==> config.mk <==
export PLATFORM = sky130hd
export DESIGN_NAME = ivc_host_int
export DESIGN_NICKNAME = d
export VERILOG_FILES = /design/src/rtl/ivc_pkg.sv /design/src/rtl/ivc_pend_bank.sv /design/src/rtl/ivc_first_set.sv /design/src/rtl/ivc_type_arb.sv /design/src/rtl/ivc_mask_ctl.sv /design/src/rtl/ivc_host_int.sv
export SDC_FILE = /design/constraint.sdc
export NUM_CORES = 1
export LEC_CHECK = 0
export BUFFER_PORTS_ARGS = -buffer_cell sky130_fd_sc_hd__buf_4
export CAP_MARGIN = 20
export CORE_UTILIZATION = 61
export CTS_BUF_LIST = sky130_fd_sc_hd__clkbuf_16
export CTS_CLUSTER_DIAMETER = 60
export DETAILED_ROUTE_END_ITERATION = 6
export PLACE_DENSITY = 0.86
export SETUP_SLACK_MARGIN = 0.15
export SYNTH_ARGS = -nofsm -noshare
export SYNTH_HDL_FRONTEND = slang
export SYNTH_SLANG_ARGS = --single-unit
export TNS_END_PERCENT = 1
==> constraint.sdc <==
create_clock -name clk -period 2.7 [get_ports clk]
set_input_delay 0 -clock clk [delete_from_list [all_inputs] [get_ports clk]]
set_output_delay 0 -clock clk [all_outputs]
set_load 0.01 [all_outputs]
==> src/rtl/ivc_pkg.sv <==
package ivc_pkg;
  localparam int NTYPES = 7;
  typedef logic [2:0] itype_t;

  localparam itype_t T_NONE   = 3'b000;
  localparam itype_t T_TXEOF  = 3'b001;
  localparam itype_t T_STAT   = 3'b010;
  localparam itype_t T_RXEOF  = 3'b011;
  localparam itype_t T_DUMMY  = 3'b100;
  localparam itype_t T_TXEOC  = 3'b101;
  localparam itype_t T_CHECK  = 3'b110;
  localparam itype_t T_RXEOC  = 3'b111;

  // rank 0 is the most urgent type
  function automatic itype_t code_at_rank(input int rank);
    case (rank)
      0: code_at_rank = T_CHECK;
      1: code_at_rank = T_STAT;
      2: code_at_rank = T_RXEOC;
      3: code_at_rank = T_TXEOC;
      4: code_at_rank = T_RXEOF;
      5: code_at_rank = T_TXEOF;
      6: code_at_rank = T_DUMMY;
      default: code_at_rank = T_NONE;
    endcase
  endfunction
endpackage

==> src/rtl/ivc_pend_bank.sv <==
module ivc_pend_bank #(
  parameter int NSRC  = 8,
  parameter int IDX_W = 3
) (
  input  logic             clk,
  input  logic             rst_n,
  input  logic             set_stb,
  input  logic [IDX_W-1:0] set_idx,
  input  logic             clr_stb,
  input  logic [IDX_W-1:0] clr_idx,
  output logic [NSRC-1:0]  pend
);
  logic [NSRC-1:0] pend_nx;

  always_comb begin
    pend_nx = pend;
    if (clr_stb && (int'(clr_idx) < NSRC)) pend_nx[clr_idx] = 1'b0;
    // a new event on the same bit outranks its retirement
    if (set_stb && (int'(set_idx) < NSRC)) pend_nx[set_idx] = 1'b1;
  end

  always_ff @(posedge clk) begin
    if (!rst_n) pend <= '0;
    else        pend <= pend_nx;
  end
endmodule

==> src/rtl/ivc_first_set.sv <==
module ivc_first_set #(
  parameter int N  = 8,
  parameter int OW = 3
) (
  input  logic [N-1:0]  vec,
  output logic          found,
  output logic [OW-1:0] idx
);
  always_comb begin
    found = 1'b0;
    idx   = '0;
    for (int i = N - 1; i >= 0; i--) begin
      if (vec[i]) begin
        found = 1'b1;
        idx   = OW'(i);
      end
    end
  end
endmodule

==> src/rtl/ivc_type_arb.sv <==
module ivc_type_arb
  import ivc_pkg::*;
(
  input  logic [NTYPES-1:0] any_pend, // bit c-1 is type code c
  output itype_t            sel_code
);
  always_comb begin
    sel_code = T_NONE;
    for (int r = NTYPES - 1; r >= 0; r--) begin
      if (any_pend[int'(code_at_rank(r)) - 1]) sel_code = code_at_rank(r);
    end
  end
endmodule

==> src/rtl/ivc_mask_ctl.sv <==
module ivc_mask_ctl (
  input  logic        clk,
  input  logic        rst_n,
  input  logic        host_wr,
  input  logic [2:0]  wr_type,
  input  logic        ack,
  output logic        masked
);
  always_ff @(posedge clk) begin
    if (!rst_n)                          masked <= 1'b0;
    else if (host_wr && wr_type != 3'b0) masked <= 1'b1;
    else if (ack)                        masked <= 1'b0;
  end
endmodule

==> src/rtl/ivc_host_int.sv <==
module ivc_host_int
  import ivc_pkg::*;
#(
  parameter int NSRC  = 8,
  parameter int VEC_W = 8,
  parameter int IDX_W = (NSRC > 1) ? $clog2(NSRC) : 1
) (
  input  logic                    clk,
  input  logic                    rst_n,
  input  logic [NTYPES-1:0]       req_stb,
  input  logic [NTYPES*IDX_W-1:0] req_idx,
  input  logic                    host_wr,
  input  logic [15:0]             host_wdata,
  input  logic                    ack,
  output logic [15:0]             status_word,
  output logic                    host_irq
);
  localparam int VEC_LSB  = 5;
  localparam int TYPE_LSB = 2;

  logic [NTYPES-1:0]       any_pend;
  logic [NTYPES*IDX_W-1:0] first_idx;
  itype_t                  sel_code;
  logic [IDX_W-1:0]        sel_idx;
  logic [VEC_W-1:0]        sel_vec;
  logic                    masked;

  ivc_type_arb u_arb (.any_pend(any_pend), .sel_code(sel_code));

  generate
    for (genvar g = 0; g < NTYPES; g++) begin : g_type
      logic [NSRC-1:0] pend;
      logic            clr;
      assign clr = ack && (int'(sel_code) == g + 1);

      ivc_pend_bank #(.NSRC(NSRC), .IDX_W(IDX_W)) u_bank (
        .clk     (clk),
        .rst_n   (rst_n),
        .set_stb (req_stb[g]),
        .set_idx (req_idx[g*IDX_W +: IDX_W]),
        .clr_stb (clr),
        .clr_idx (first_idx[g*IDX_W +: IDX_W]),
        .pend    (pend)
      );

      ivc_first_set #(.N(NSRC), .OW(IDX_W)) u_first (
        .vec   (pend),
        .found (any_pend[g]),
        .idx   (first_idx[g*IDX_W +: IDX_W])
      );
    end
  endgenerate

  always_comb begin
    sel_idx = '0;
    for (int t = 0; t < NTYPES; t++)
      if (int'(sel_code) == t + 1) sel_idx = first_idx[t*IDX_W +: IDX_W];
    sel_vec = '0;
    sel_vec[IDX_W-1:0] = sel_idx;
  end

  ivc_mask_ctl u_mask (
    .clk     (clk),
    .rst_n   (rst_n),
    .host_wr (host_wr),
    .wr_type (host_wdata[TYPE_LSB +: 3]),
    .ack     (ack),
    .masked  (masked)
  );

  always_comb begin
    status_word = '0;
    status_word[VEC_LSB +: VEC_W] = sel_vec;
    status_word[TYPE_LSB +: 3]    = sel_code;
  end

  assign host_irq = (|any_pend) && !masked;
endmodule

# Yosys cells after proc, flatten, opt, wreduce, memory -nomap -nowiden
# Index checks and enable logic that the tools add are counted.
# op_classes
order_cmp,28
n_eq_ne,7
n_mux,170
bitwise,21
reduce_logical,27
# op_table
cell,count
3-bit two-way mux,70
8-bit two-way mux,14
1-bit two-way mux,72
8-bit AND,7
3-bit by 4-bit less-than comparator with 1-bit output (second input constant),14
8-bit NOT,7
8-bit OR,7
1-bit demux with 3-bit select,14
3-bit by 1-bit greater-or-equal comparator with 1-bit output (second input constant),14
1-bit logical AND,23
3-bit == test (second input constant),4
7-bit OR reduction,1
3-bit by 2-bit == test with 1-bit output (second input constant),2
3-bit by 1-bit == test with 1-bit output (second input constant),1
3-bit nonzero test,1
2-bit nonzero test,1
1-bit logical NOT,1
# word_totals
register_bits,57
output_inout_bits,17
word_cells,261

# Logic depth before layout (Yosys ltp)
# logic_depth
ltp_word,23
depth_mapped,8
mapped_depth_nobuf,6

# Modules after synthesis
# Synthesis repeated with hierarchy kept, for this count alone.
# hier_totals
hier_cells,435
area_unflattened_um2,3708.6
# modules_own_cells
mod,n_inst,cells_each,area_each_um2
ivc_pend_bank,7,40,386.6
ivc_first_set,7,13,80.1
ivc_host_int,1,51,351.6
ivc_type_arb,1,9,50.0
ivc_mask_ctl,1,4,40.0

# Least setup slack after synthesis
# No wires, ideal clock.
# synth_timing
path_kind,reg2reg
start,register g_type[5].u_bank.pend[7]
end,register g_type[6].u_bank.pend[5]
setup_ns,0.116
t_arrival_ns,1.675
slack_ns,0.909
stages_incl_launch_ff,8
path_buffers,1
cell_sequence,dfxtp_1 -> nor4_2 -> and4_1 -> buf_4 -> nand2_2 -> a2111oi_4 -> a21o_1 -> o21ai_1
# synth_between
elab_chain_cells,14
# synth_lines
item,line,rtl
"start, declared",ivc_pend_bank.sv:11,output logic [NSRC-1:0] pend
"start signal, assigned",ivc_pend_bank.sv:24,else pend <= pend_nx;
1-bit two-way mux (*) (8 in series),ivc_first_set.sv:13,if (vec[i]) begin
3-bit two-way mux (*),ivc_type_arb.sv:10,if (any_pend[int'(code_at_rank(r)) - 1]) sel_code = code_at_rank(r);
3-bit by 1-bit == test with 1-bit output (*),ivc_host_int.sv:34,assign clr = ack && (int'(sel_code) == g + 1);
1-bit logical AND (*),ivc_host_int.sv:34,
8-bit two-way mux (*),ivc_pend_bank.sv:17,if (clr_stb && (int'(clr_idx) < NSRC)) pend_nx[clr_idx] = 1'b0;
8-bit OR (no source line),-,
8-bit two-way mux (*),ivc_pend_bank.sv:19,if (set_stb && (int'(set_idx) < NSRC)) pend_nx[set_idx] = 1'b1;
"end signal, assigned",ivc_pend_bank.sv:24,
"end, declared",ivc_pend_bank.sv:11,
# Mark *: on every way between the ends. The rest lies on a longest branch, timed or not.
# A chain may end at the register's enable or synchronous reset.

# Worst setup path in the final report
# layout_timing
start,register g_type[5].u_bank.pend[0]
end,output status_word[6]
# layout_between
elab_chain_cells,10
word_cells_on_any_way,17
cone_classes,eq/ne (7); mux (10)
# layout_lines
item,line,rtl
1-bit two-way mux,ivc_first_set.sv:13,
3-bit two-way mux,ivc_type_arb.sv:10,
3-bit by 2-bit == test with 1-bit output,ivc_host_int.sv:57,if (int'(sel_code) == t + 1) sel_idx = first_idx[t*IDX_W +: IDX_W];
3-bit two-way mux (6 in series),ivc_host_int.sv:57,
3-bit two-way mux (*),ivc_host_int.sv:57,
"end, declared",ivc_host_int.sv:15,"output logic [15:0] status_word,"
# Marks and branches as above.

==> flow_summary.yaml <==
worst_setup_path:
  end_kind: "output port"
  crit_type: "reg -> out"
  cp-startpoint: "g_type[5].u_bank.pend[0]"
  crit_chain: "nor4_4 -> buf_4 -> nand4_4 -> nor4_4 -> nand2b_1 -> a211oi_1 -> a211oi_2 -> buf_4"
  endpoint: "status_word[6]"
  cp_num_buf_inv: 2
  critPathSlowestCell: "nor4_4"
  max_stage_delay_ns: 0.42
  reg2reg_slack_ns: 0.29
  path_depth: 8
  cp-start-kind: "flip-flop"
  cp_top_family: "simple AND/OR/NAND/NOR gates"
  ff2ff_path_depth: 6
  crit_arrival_ns: 2.53
  path_max_fanout: 7
  worstReg2RegEnd: "g_type[4].u_bank.pend[3]"
  required_ns: 2.70
  worstReg2RegStart: "g_type[5].u_bank.pend[7]"
final_layout:
  most-common-layout-cells: "57 x dfxtp_1, 47 x buf_4, 42 x nor2_1, 35 x nand2_1, 35 x dlygate4sd3_1"
  antennaDiodeCount: 0
  final_nets: 571
  fin_cells: 600
  final_layout_size_suffix_gt1_frac: 0.167
  mostFrequentLayoutCell: "dfxtp_1"
  nFillCells: 343
  areaGrowthSynthToFinish_pct: 29.0
  ff_latch_area_um2: 1140
  multi_input_area_um2: 2310
synth:
  synth_area_leaders: "dfxtp_1 32%, a21boi_0 7.2%, nor2_1 4.4%"
  yosysWarnings: 0
  synth_area_um2: 3560
  synth_edf_count: 0
  postSynthCellCount: 442
  synth_top_flop_cell: "dfxtp_1"
  avgSynthCellArea_um2: 8.06
  synth.distinct_cells: 61
  synth_top_area_frac: 0.320
  ys_ff_latch: 57
  yosysSeqAreaShare: 0.320
  synth_async_sr_flop_share: 0
  synth_top_cell_by_area: "dfxtp_1"
routing:
  drc_errors: 1
  first_pass_iters: 7
  post_drt_wl_per_cell_um: 16.1
  dr_total_vias: 3778
  drt_iter0_drc: 382
  drt-total-wl_mm: 9.64
  vias_per_cell: 6.30
  ant_nets: 0
worst_hold_path:
  hold_class: "in -> reg"
clock_network:
  numClockSinks: 57
  cts_buffers: 9
  clk_latency_ns: 0.33
  clk_path_buf_depth: 2
  cts_tree: "built"
  root_buffer: "clkbuf_16"
  cts.clk_slew.worst_paths_ns: 0.05
  cts.htree.levels: 3
timing:
  setup_ws_ns: 0.168
  rsz0062_at_grt: "true"
  fin_worst_skew_ns: 0.00422
  slew_violations: 0
  relSlewSlack: 0.583
  max_freq_ghz: 0.395
  worst_pin_slew_ns: 0.617
  setup_viol: 0
  holdWs_ns: 0.00228
  finalCritPeriodShare: 0.938
  hold_viol: 0
  fin_crit_ns: 2.53
  tns_ns: 0
power:
  power_density_nw_per_um2: 581
  vdd_drop_max_mv: 0.427
  clkPwrFrac: 0.411
  combinationalPowerShare: 0.244
  p_seq_frac: 0.345
  power_mw: 2.67
  internal-power_mw: 1.86
  switching_share: 0.303
  p_leak_nw: 1.68
  p_sw_mw: 0.810
die:
  ios: 65
  die_area_um2: 6150
  rows: 27
  core_um2: 5570
  start_util: 0.639
  die_w_um: 78.4
  die_h_um: 78.4
placed_design:
  dpl.hpwl_mm: 6.19
  post-place-ws_ns: 0.546
  place_congestion: 0.902
  dp.cells: 543
  io_buffer_count: 41
global_routing:
  met3_usage: 0.0674
  track_usage: 0.320
  grt_max_degree: 63
  met2_usage: 0.539
  grt.overflow.total: 0
  met1_usage: 0.390
  antenna_found_initial: 0
  grt_pass1_vias: 3448
  grt_busiest_layer: "met2"
  grt_pass1_wl_mm: 15.4
status:
  violations: "DRC"
  outcome: "finished, violations left"
flow_run:
  cap_viol_max_count: 0
-- timing repair --
item	CTS	global route
setup buffers	0	6
resized for setup	0	7
endpoints found under the hold margin	35	0
endpoints found under the setup margin	0	3
hold buffers	35	0
-- power groups by stage --
stage                     registers, mW  clock network [mW]  logic [mW]
after floorplan                   0.923                   0       0.391
after global placement            0.931                   0       0.544
after detailed placement          0.933                   0       0.557
after CTS                         0.916                1.10       0.597
after global routing              0.925                1.14       0.699
final                             0.920                1.10       0.651
-- cells by family (layout without fill, tap and decap cells) --
kind of cell	after synthesis	count (layout)	share of synthesized area
and+or+nand+nor	198	198	0.329
AOI/OAI and AO/OA	148	148	0.297
buffers and inverters	38	115	0.0523
other	1	10	0.00105
DFF	57	57	0.320
-- layout make-up --
class	count	share of cell area
clock inverters	7	0.0136
well taps	72	0.0196
inverters	17	0.0139
multi-input cells	356	0.503
repair buffers	82	0.153
flip-flops and latches	57	0.248
clock buffers	9	0.0490
-- metrics by stage --
stage          instance area (µm²)   util
6_report                      4600  0.824
5_1_grt                       4600  0.824
4_1_cts                       4510  0.809
3_5_place_dp                  3870  0.695
3_3_place_gp                  3870  0.695
2_1_floorplan                 3600      -
-- worst min-delay path by stage --
stage	from	end	slack [ns]	depth (start not counted)
2_1_floorplan	req_idx[19]	g_type[6].u_bank.pend[5]	0.1	1
3_3_place_gp	req_idx[19]	g_type[6].u_bank.pend[5]	0.22	2
3_5_place_dp	req_idx[14]	g_type[4].u_bank.pend[3]	0.23	2
4_1_cts	req_idx[7]	g_type[2].u_bank.pend[3]	0.003	3
5_1_grt	req_stb[1]	g_type[1].u_bank.pend[5]	0.03	3
6_report	req_stb[4]	g_type[4].u_bank.pend[5]	0.002	3
-- per-layer routing --
metal | wire length (µm) | vias up
met4 | 266 | 0
li1 | - | 1813
met5 | 0 | -
met1 | 4090 | 1758
met2 | 4690 | 177
met3 | 588 | 30
-- worst register-to-register path: stages (launching register included) --
cell and delay, ns:
dfxtp_1 0.36, nor4_4 0.44, and4_4 0.38, nand4_1 0.22, nor4_1 0.23, o22ai_1 0.10
dlygate4sd3_1 0.56
-- cell usage after synthesis, types with 2 or more instances --
cell and count:
o2bb2ai_1 2, nand4_1 11, a211oi_1 3, nor4_4 5, buf_2 2, o22ai_1 4
or2_2 2, nand3_1 22, a21boi_0 34, buf_4 11, o31ai_1 13, nor4_1 7
o21a_1 2, a32o_1 2, clkbuf_1 8, o21ai_0 29, nor3b_1 2, nand3b_1 2
o21bai_1 6, and2_1 4, a221oi_1 2, nor2b_1 25, or3_1 2, nand2b_1 5
o41ai_1 6, nand2_1 35, nor4_2 6, dfxtp_1 57, o21ai_1 2, a22oi_1 9
nand4b_1 4, nor3_1 7, and3_1 4, or4_1 3, nand2_2 3, and4_1 3
a21oi_1 14, inv_1 17, o211ai_1 2, a21o_1 2, a21boi_1 2, nor2_1 42
-- flip-flops by register name, indices dropped and copies added (netlist names) --
| register | count |
|---|---|
| u_mask.masked | 1 |
| g_type.u_bank.pend | 56 |
No activity file was read; power rests on OpenSTA's default activity.
